<file path="src/rtl/fir_pkg.sv">
package fir_pkg;

    localparam int DATA_W  = 16;
    localparam int COEF_W  = 16;
    localparam int NTAPS   = 9;
    localparam int FRAC_W  = 16;
    localparam int PROD_W  = DATA_W + COEF_W;
    localparam int ACC_W   = PROD_W + $clog2(NTAPS);
    localparam int IDX_W   = $clog2(NTAPS);
    localparam int LATENCY = NTAPS + 2;

    typedef logic signed [DATA_W-1:0] sample_t;
    typedef logic signed [COEF_W-1:0] coef_t;
    typedef logic signed [ACC_W-1:0]  acc_t;
    typedef logic [IDX_W-1:0]         tap_idx_t;

    typedef enum logic [1:0] {
        ST_IDLE,
        ST_MAC,
        ST_WRITE
    } seq_state_t;

    typedef struct packed {
        seq_state_t state;
        tap_idx_t   idx;
    } seq_ctl_t;

    localparam logic signed [ACC_W:0] SAT_HI = (ACC_W+1)'((2 ** (DATA_W-1)) - 1);
    localparam logic signed [ACC_W:0] SAT_LO = ~SAT_HI;
    localparam logic signed [ACC_W:0] ROUND_BIAS = (ACC_W+1)'(2 ** (FRAC_W-1));

    // Low-pass response, newest sample first, Q16 fixed point.
    function automatic coef_t tap_coef(input tap_idx_t i);
        case (i)
            4'd0:    return coef_t'(-62);
            4'd1:    return coef_t'(396);
            4'd2:    return coef_t'(5020);
            4'd3:    return coef_t'(14346);
            4'd4:    return coef_t'(19660);
            4'd5:    return coef_t'(14346);
            4'd6:    return coef_t'(5020);
            4'd7:    return coef_t'(396);
            4'd8:    return coef_t'(-62);
            default: return '0;
        endcase
    endfunction

    // Round half up, drop the Q16 scaling, clamp to the sample range.
    function automatic sample_t round_sat(input acc_t a);
        logic signed [ACC_W:0] biased;
        logic signed [ACC_W:0] shifted;
        biased  = {a[ACC_W-1], a} + ROUND_BIAS;
        shifted = biased >>> FRAC_W;
        if (shifted > SAT_HI)
            return SAT_HI[DATA_W-1:0];
        else if (shifted < SAT_LO)
            return SAT_LO[DATA_W-1:0];
        else
            return shifted[DATA_W-1:0];
    endfunction

endpackage

</file>
<file path="src/rtl/fir_edge_sync.sv">
module fir_edge_sync #(
    parameter int SYNC_STAGES = 2
) (
    input  logic clk,
    input  logic rst,
    input  logic async_in,
    output logic rise
);
    // One extra flop beyond the synchronizer keeps the previous level.
    logic [SYNC_STAGES:0] chain;

    always_ff @(posedge clk) begin
        if (rst)
            chain <= '0;
        else
            chain <= {chain[SYNC_STAGES-1:0], async_in};
    end

    assign rise = chain[SYNC_STAGES-1] & ~chain[SYNC_STAGES];
endmodule

</file>
<file path="src/rtl/fir_delay_line.sv">
module fir_delay_line
    import fir_pkg::*;
#(
    parameter int N = NTAPS
) (
    input  logic     clk,
    input  logic     rst,
    input  logic     shift_en,
    input  sample_t  din,
    input  tap_idx_t sel,
    output sample_t  tap_out
);
    sample_t taps [N];

    always_ff @(posedge clk) begin
        if (rst)
            taps[0] <= '0;
        else if (shift_en)
            taps[0] <= din;
    end

    for (genvar k = 1; k < N; k++) begin : g_stage
        always_ff @(posedge clk) begin
            if (rst)
                taps[k] <= '0;
            else if (shift_en)
                taps[k] <= taps[k-1];
        end
    end

    always_comb begin
        tap_out = '0;
        for (int k = 0; k < N; k++)
            if (sel == tap_idx_t'(k))
                tap_out = taps[k];
    end
endmodule

</file>
<file path="src/rtl/fir_mac.sv">
module fir_mac
    import fir_pkg::*;
(
    input  logic    clk,
    input  logic    rst,
    input  logic    clr,
    input  logic    en,
    input  coef_t   coef,
    input  sample_t sample,
    output acc_t    acc
);
    logic signed [PROD_W-1:0] prod;
    acc_t                     prod_ext;

    assign prod     = coef * sample;
    assign prod_ext = {{(ACC_W-PROD_W){prod[PROD_W-1]}}, prod};

    always_ff @(posedge clk) begin
        if (rst || clr)
            acc <= '0;
        else if (en)
            acc <= acc + prod_ext;
    end
endmodule

</file>
<file path="src/rtl/fir_seq.sv">
module fir_seq
    import fir_pkg::*;
#(
    parameter int N = NTAPS
) (
    input  logic     clk,
    input  logic     rst,
    input  logic     start,
    output logic     accept,
    output logic     busy,
    output logic     mac_en,
    output logic     out_wr,
    output tap_idx_t idx
);
    seq_ctl_t ctl;

    always_comb begin
        accept = start && (ctl.state == ST_IDLE);
        busy   = (ctl.state != ST_IDLE);
        mac_en = (ctl.state == ST_MAC);
        out_wr = (ctl.state == ST_WRITE);
        idx    = ctl.idx;
    end

    always_ff @(posedge clk) begin
        if (rst) begin
            ctl.state <= ST_IDLE;
            ctl.idx   <= '0;
        end else begin
            case (ctl.state)
                ST_IDLE: begin
                    if (start) begin
                        ctl.state <= ST_MAC;
                        ctl.idx   <= '0;
                    end
                end
                ST_MAC: begin
                    if (ctl.idx == tap_idx_t'(N-1))
                        ctl.state <= ST_WRITE;
                    else
                        ctl.idx <= ctl.idx + 1'b1;
                end
                ST_WRITE: ctl.state <= ST_IDLE;
                default:  ctl.state <= ST_IDLE;
            endcase
        end
    end
endmodule

</file>
<file path="src/rtl/fir_tdm_lowpass.sv">
module fir_tdm_lowpass
    import fir_pkg::*;
#(
    parameter int SYNC_STAGES = 2
) (
    input  logic                     clk,
    input  logic                     rst,
    input  logic                     samp_clk,
    input  logic signed [DATA_W-1:0] din,
    output logic signed [DATA_W-1:0] dout,
    output logic                     dout_valid
);
    logic     samp_rise;
    logic     seq_accept;
    logic     seq_busy;
    logic     mac_en;
    logic     out_wr;
    tap_idx_t tap_sel;
    sample_t  tap_val;
    acc_t     acc;
    sample_t  dout_q;
    logic     valid_q;

    fir_edge_sync #(.SYNC_STAGES(SYNC_STAGES)) u_sync (
        .clk      (clk),
        .rst      (rst),
        .async_in (samp_clk),
        .rise     (samp_rise)
    );

    fir_seq #(.N(NTAPS)) u_seq (
        .clk    (clk),
        .rst    (rst),
        .start  (samp_rise),
        .accept (seq_accept),
        .busy   (seq_busy),
        .mac_en (mac_en),
        .out_wr (out_wr),
        .idx    (tap_sel)
    );

    fir_delay_line #(.N(NTAPS)) u_dly (
        .clk      (clk),
        .rst      (rst),
        .shift_en (seq_accept),
        .din      (din),
        .sel      (tap_sel),
        .tap_out  (tap_val)
    );

    fir_mac u_mac (
        .clk    (clk),
        .rst    (rst),
        .clr    (seq_accept),
        .en     (mac_en),
        .coef   (tap_coef(tap_sel)),
        .sample (tap_val),
        .acc    (acc)
    );

    always_ff @(posedge clk) begin
        if (rst) begin
            dout_q  <= '0;
            valid_q <= 1'b0;
        end else begin
            valid_q <= out_wr;
            if (out_wr)
                dout_q <= round_sat(acc);
        end
    end

    assign dout       = dout_q;
    assign dout_valid = valid_q;
endmodule

</file>
<file path="config.mk">
export PLATFORM = sky130hd
export DESIGN_NAME = fir_tdm_lowpass
export DESIGN_NICKNAME = d
export VERILOG_FILES = /design/src/rtl/fir_pkg.sv /design/src/rtl/fir_edge_sync.sv /design/src/rtl/fir_delay_line.sv /design/src/rtl/fir_mac.sv /design/src/rtl/fir_seq.sv /design/src/rtl/fir_tdm_lowpass.sv
export SDC_FILE = /design/constraint.sdc
export NUM_CORES = 1
export LEC_CHECK = 0
export CAP_MARGIN = 5
export CORE_MARGIN = 3
export CORE_UTILIZATION = 50
export DETAILED_ROUTE_END_ITERATION = 8
export PLACE_DENSITY_LB_ADDON = 0.1
export REMOVE_ABC_BUFFERS = 1
export SETUP_SLACK_MARGIN = 0.4
export SYNTH_ARGS = -nofsm -noshare
export SYNTH_HDL_FRONTEND = slang
export SYNTH_SLANG_ARGS = --single-unit
export TNS_END_PERCENT = 100
</file>
<file path="constraint.sdc">
create_clock -name clk -period 13.7 [get_ports clk]
set_input_delay 4.11 -clock clk [delete_from_list [all_inputs] [get_ports clk]]
set_output_delay 4.11 -clock clk [all_outputs]
set_load 0.02 [all_outputs]
</file>
==> results.ini, run 1 <==
[outcome]
status = finished, final reports clean

[sta]
skew_ns = 0.0186
final.setup.tns_ns = 0
maxSlewHeadroom = 0.0987
final_max_slew_viol_count = 0
whs_ns = 0.449
setup_violations = 0
max_freq_mhz = 102
hold_viol_final = 0
period_minus_slack_ns = 9.78
rsz0062_at_grt = false
period_share = 0.714
worst_pin_slew_ns = 1.35

[grt]
antenna_found_initial = 0
grt.overflow.total = 0
grt_start_max_net_pins = 122
track_usage = 0.223
grt_first_pass_wirelength_um = 77200
grt_pass1_vias = 14200

[die]
fp.dieH_um = 207
fp.dieW_um = 207
core_um2 = 39800
io_pins = 36
rows = 73
die_area_um2 = 42900
initial_core_util = 0.508

[setup_path]
cp_max_fo = 18
max_stage_delay_ns = 1.05
cp_data_arrival_time_ns = 10.27
reg2reg_from = u_seq.idx[2]
crit_family = compound AO/OA/AOI/OAI gates
crit_path_end_kind = register
crit_type = reg2reg
critical_path.startpoint_type = register
cp-startpoint = u_seq.idx[2]
slowest_stage = a21oi_1
crit_top_cell = fa_1
crit_required_ns = 14.19
path_buf_inv = 4
crit_cells = 29
r2r_cells = 29

[clocking]
clock_sinks = 216
cts_tree = built
cts.path.max_buffers = 3
ctsResizeCount = 0
cts_hold_buf = 0
root_buffer = clkbuf_16
numCtsBuffers = 25
post_cts_buffers = 0
insertion_delay_ns = 0.55
htreeDepth = 1
clk_pin_slew_ns = 0.06

[yosys]
yosysUniqueCellTypes = 64
synth_area_per_cell_um2 = 10.0
netlist_area_um2 = 20200
synth.top_cell.area_share = 0.278
synth_top_family_by_area = adder cells
synthAdderAreaFrac = 0.360
synth_common_cells = 360 x inv_1, 281 x fa_1, 266 x and2_1
synth_compound_area_frac = 0.0825
synth-simple-area-share = 0.163
yosys-top-cells-area = fa_1 28%, edfxtp_1 21%, and2_1 8.2%, ha_1 8.2%, dfxtp_1 7.1%
async_reset_ff_frac = 0
synthMuxAreaShare = 0.00148
synth_xor_area_frac = 0.0221
synth.yosys.warnings = 0
synth_edf_count = 144
yosysMostFrequentCell = inv_1
synth_ff_type = edfxtp_1
synth_cells = 2025
synth.yosys.seq_area_share = 0.285
synth-seq-cells = 216
synth_top_area_cell = fa_1

[detailed_routing]
drt_iter0_drc = 886
route.detailed.drc = 0
drt_pass1_iterations = 6
wl_per_cell_um = 18.2
vias_per_cell = 5.29
wirelength_um = 46500
ant_nets = 0
vias = 13500

[placed_design]
place_congestion = 0.878
placed_area_um2 = 21100
port_buffers = 35
hpwl_um = 34900

[hold_path]
hold_depth = 1
hold_class = reg2reg
hp-start = u_sync.chain[0]

[final_layout]
final_cell_area_um2 = 21800
synthToLayoutAreaGrowth_pct = 7.94
n_antenna_cell = 0
fin_util = 0.549
drive_above_1_share = 0.0398
nets = 2448

[job]
drv_cap = 0

==> through the flow <==
stage	cells	setup WS (ns)
6_report	2559	3.92
4_1_cts	2559	3.97
2_1_floorplan	1931	2.60
3_3_place_gp	2513	4.22
3_5_place_dp	2513	4.01
5_1_grt	2559	3.28
==> flip-flops by register name (all words and copies together), names as in the netlist <==
signal and flops:
u_dly.taps 144, u_mac.acc 35, dout 16, u_mac.coef 11
u_seq.idx 4, u_sync.chain 3, u_seq.ctl 2, dout_valid 1
==> cell families after synthesis <==
logic type	Yosys count
simple gates	635
compound gates	251
buf+inv	455
flops	216
xor+xnor	51
fa+ha+maj	414
mux	3
==> final cells by class <==
type	instances	area, um^2
repair buffers	57	515
clock inverters	10	100
multi-input cells	1354	12800
inverters	361	1360
fillers	3628	18000
flip-flops and latches	216	5770
clock buffers	36	698
well taps	525	657
==> placed cells by master, fill, tap and decap left out, types with 5 or more instances in the layout <==
| cell type | netlist | layout |
|---|---|---|
| and2_1 | 266 | 266 |
| dfxtp_1 | 72 | 72 |
| a222oi_1 | 13 | 13 |
| a31o_2 | 5 | 5 |
| nor2b_1 | 14 | 13 |
| nor2_1 | 104 | 104 |
| nand2b_1 | 7 | 7 |
| inv_1 | 360 | 360 |
| ha_1 | 133 | 133 |
| nand2_1 | 159 | 159 |
| o21ai_0 | 18 | 18 |
| nor3_1 | 27 | 27 |
| nand4_1 | 5 | 5 |
| a311oi_1 | 5 | 5 |
| and3_1 | 9 | 9 |
| a21oi_1 | 87 | 85 |
| fa_1 | 281 | 281 |
| o22ai_1 | 25 | 25 |
| clkbuf_1 | 70 | 9 |
| xnor2_1 | 34 | 34 |
| o31ai_1 | 6 | 6 |
| nand3_1 | 16 | 16 |
| clkbuf_16 | 0 | 26 |
| a31oi_1 | 6 | 6 |
| xor2_1 | 17 | 17 |
| o211ai_1 | 7 | 7 |
| o21bai_1 | 5 | 5 |
| buf_4 | 0 | 22 |
| a221oi_1 | 13 | 13 |
| a211oi_1 | 21 | 21 |
| a21o_1 | 18 | 18 |
| edfxtp_1 | 144 | 144 |
| clkdlybuf4s50_1 | 0 | 35 |
==> routing by layer <==
| layer | track usage | up-vias | share of wire |
|---|---|---|---|
| met3 | 0.0406 | 69 | 0.057 |
| met1 | 0.328 | 6714 | 0.47 |
| met4 | 0.0545 | 0 | 0.025 |
| met5 | 0 | - | 0 |
| li1 | - | 6452 | - |
| met2 | 0.345 | 300 | 0.45 |
==> worst paths after layout <==
| check | end | slack [ns] |
|---|---|---|
| worst max-delay path | u_mac.acc[28] | 3.92 |
| worst min register to register | u_sync.chain[1] | 0.45 |
| worst max register to register | u_mac.acc[28] | 3.92 |
| worst min-delay path | u_sync.chain[1] | 0.45 |
==> worst reg2reg max path, delay by kind of cell (launching register included) <==
family,cells,cell delay (ns)
buf+inv,4,0.26
compound gates,10,3.28
simple gates,8,2.70
flops,1,0.39
fa+ha+maj,7,3.10
Power of run 1 is left out: the tool's default activity adds up to more than one toggle a clock period on the data nets, which glitch-free logic cannot reach.
==> run 2, diff against run 1 <==
clock period = 10.2 ns   (was 13.7 ns; I/O delays follow)
==> run 2 against run 1 <==
First-iteration DRC count rose by 8.5%. Worst hold slack got worse by 0.016 ns. Register-to-register slack got worse by 2.9 ns. Maximum frequency rose by 6.5%. Wire length fell by 0.96%. Setup slack got worse by 2.9 ns. Die area did not move. Via count rose by 1.6%.
==> results.ini, run 2 (synthesis results as in run 1) <==
[clocking]
numCtsBuffers = 24
cts_hold_buf = 0
cts_tree = built
cts.path.max_buffers = 3
root_buffer = clkbuf_16
insertion_delay_ns = 0.53
clock_sinks = 216
clk_pin_slew_ns = 0.06
htreeDepth = 1

[final_layout]
nets = 2455
finalNonFillerCells = 2564
regMostFlops = u_dly.taps
synthToLayoutAreaGrowth_pct = 7.80
final_common_cell = inv_1
mostFrequentLayoutCells = 360 x inv_1, 281 x fa_1, 266 x and2_1, 159 x nand2_1, 144 x edfxtp_1
largest_register_ffs = 144
fillers = 3605
fin_util = 0.548
drive_above_1_share = 0.0393

[hold_path]
hold_depth = 1
hold_end = u_sync.chain[1]
hold_class = reg2reg
hp-start = u_sync.chain[0]

[die]
fp.dieH_um = 207
initial_core_util = 0.508
die_area_um2 = 42900
core_um2 = 39800
io_pins = 36
rows = 73
fp.dieW_um = 207

[grt]
track_usage = 0.219
grt_start_max_net_pins = 145
grt_first_pass_wirelength_um = 76500
grt.overflow.total = 0
grt_pass1_vias = 14300
antenna_found_initial = 0

[setup_path]
crit_top_cell = fa_1
crit_required_ns = 10.67
crit_path_end_kind = register
slowest_stage = a21oi_1
crit_type = reg2reg
cp_data_arrival_time_ns = 9.66
reg2reg_slack_ns = 1.01
path_buf_inv = 4
crit_family = adder cells
max_stage_delay_ns = 0.73
reg2reg_from = u_seq.idx[1]
cp_max_fo = 13
r2r_cells = 29
critical_path.startpoint_type = register
reg2reg_to = u_mac.acc[28]

[sta]
skew_ns = 0.0239
final.setup.tns_ns = 0
hold_viol_final = 0
period_minus_slack_ns = 9.19
max_freq_mhz = 109
maxSlewHeadroom = 0.243
worst_pin_slew_ns = 1.14
setup_violations = 0
rsz0062_at_grt = false
final_max_slew_viol_count = 0
period_share = 0.901

[outcome]
status = finished, final reports clean

[placed_design]
place_inst = 2521
place_congestion = 0.878
port_buffers = 35
hpwl_um = 35600

[detailed_routing]
vias = 13800
drt_iter0_drc = 961
wirelength_um = 46100
route.detailed.drc = 0
wl_per_cell_um = 18.0
drt_pass1_iterations = 8
ant_nets = 0
vias_per_cell = 5.37

[job]
drv_cap = 0

-- run 2: cell types whose count changed in the layout (fill, tap and decap cells not counted), moves of 2 or more --
cell / before / now
clkbuf_16: 26 / 24
clkinv_1: 1 / 8
clkinv_2: 3 / 1
clkbuf_1: 9 / 6
clkinvlp_4: 3 / 0
buf_4: 22 / 30
-- run 2: worst max path at each step --
stage | slack, ns | cells past startpoint | end | from
after floorplan | 0.15 | 2 | u_dly.taps[0][0] | rst
after global placement | 1.02 | 28 | u_mac.acc[35] | u_seq.idx[2]
after detailed placement | 0.70 | 28 | u_mac.acc[35] | u_seq.idx[2]
final | 1.01 | 29 | u_mac.acc[28] | u_seq.idx[1]
after CTS | 0.63 | 28 | u_mac.acc[35] | u_seq.idx[2]
after global routing | 0.48 | 29 | u_mac.acc[35] | u_seq.idx[0]
-- run 2: timing repair --
action,CTS,global route
buffers inserted,0,0
resized for setup,0,2
setup endpoints to repair,0,8
-- run 2: per-stage QoR --
step                instance area (um^2)  hold WS (ns)  setup slack, ns
detailed placement                 21100         0.421            0.700
global placement                   21100         0.423             1.02
global route                       21800         0.458            0.480
finish                             21800         0.434             1.01
floorplan                          19900         0.414            0.150
CTS                                21800         0.435            0.627
-- run 2: area by class of cell --
| type | count | area [um^2] | area share |
|---|---|---|---|
| clock inverter | 12 | 82.6 | 0.00378 |
| sequential | 216 | 5770 | 0.264 |
| tap | 525 | 657 | 0.0301 |
| inverter | 361 | 1360 | 0.0623 |
| timing repair buffer | 65 | 576 | 0.0264 |
| multi-input combinational | 1354 | 12800 | 0.584 |
| clock buffer | 30 | 623 | 0.0286 |
| antenna | 1 | 2.50 | 0.000115 |
-- run 2: routing by layer --
| metal | vias to the layer above | global-route usage | share of wire |
|---|---|---|---|
| li1 | 6461 | - | - |
| met1 | 6903 | 0.319 | 0.46 |
| met2 | 329 | 0.348 | 0.46 |
| met3 | 64 | 0.0301 | 0.050 |
| met4 | 0 | 0.0562 | 0.028 |
| met5 | - | 0 | 0 |
Power of run 2 is left out for the same reason.
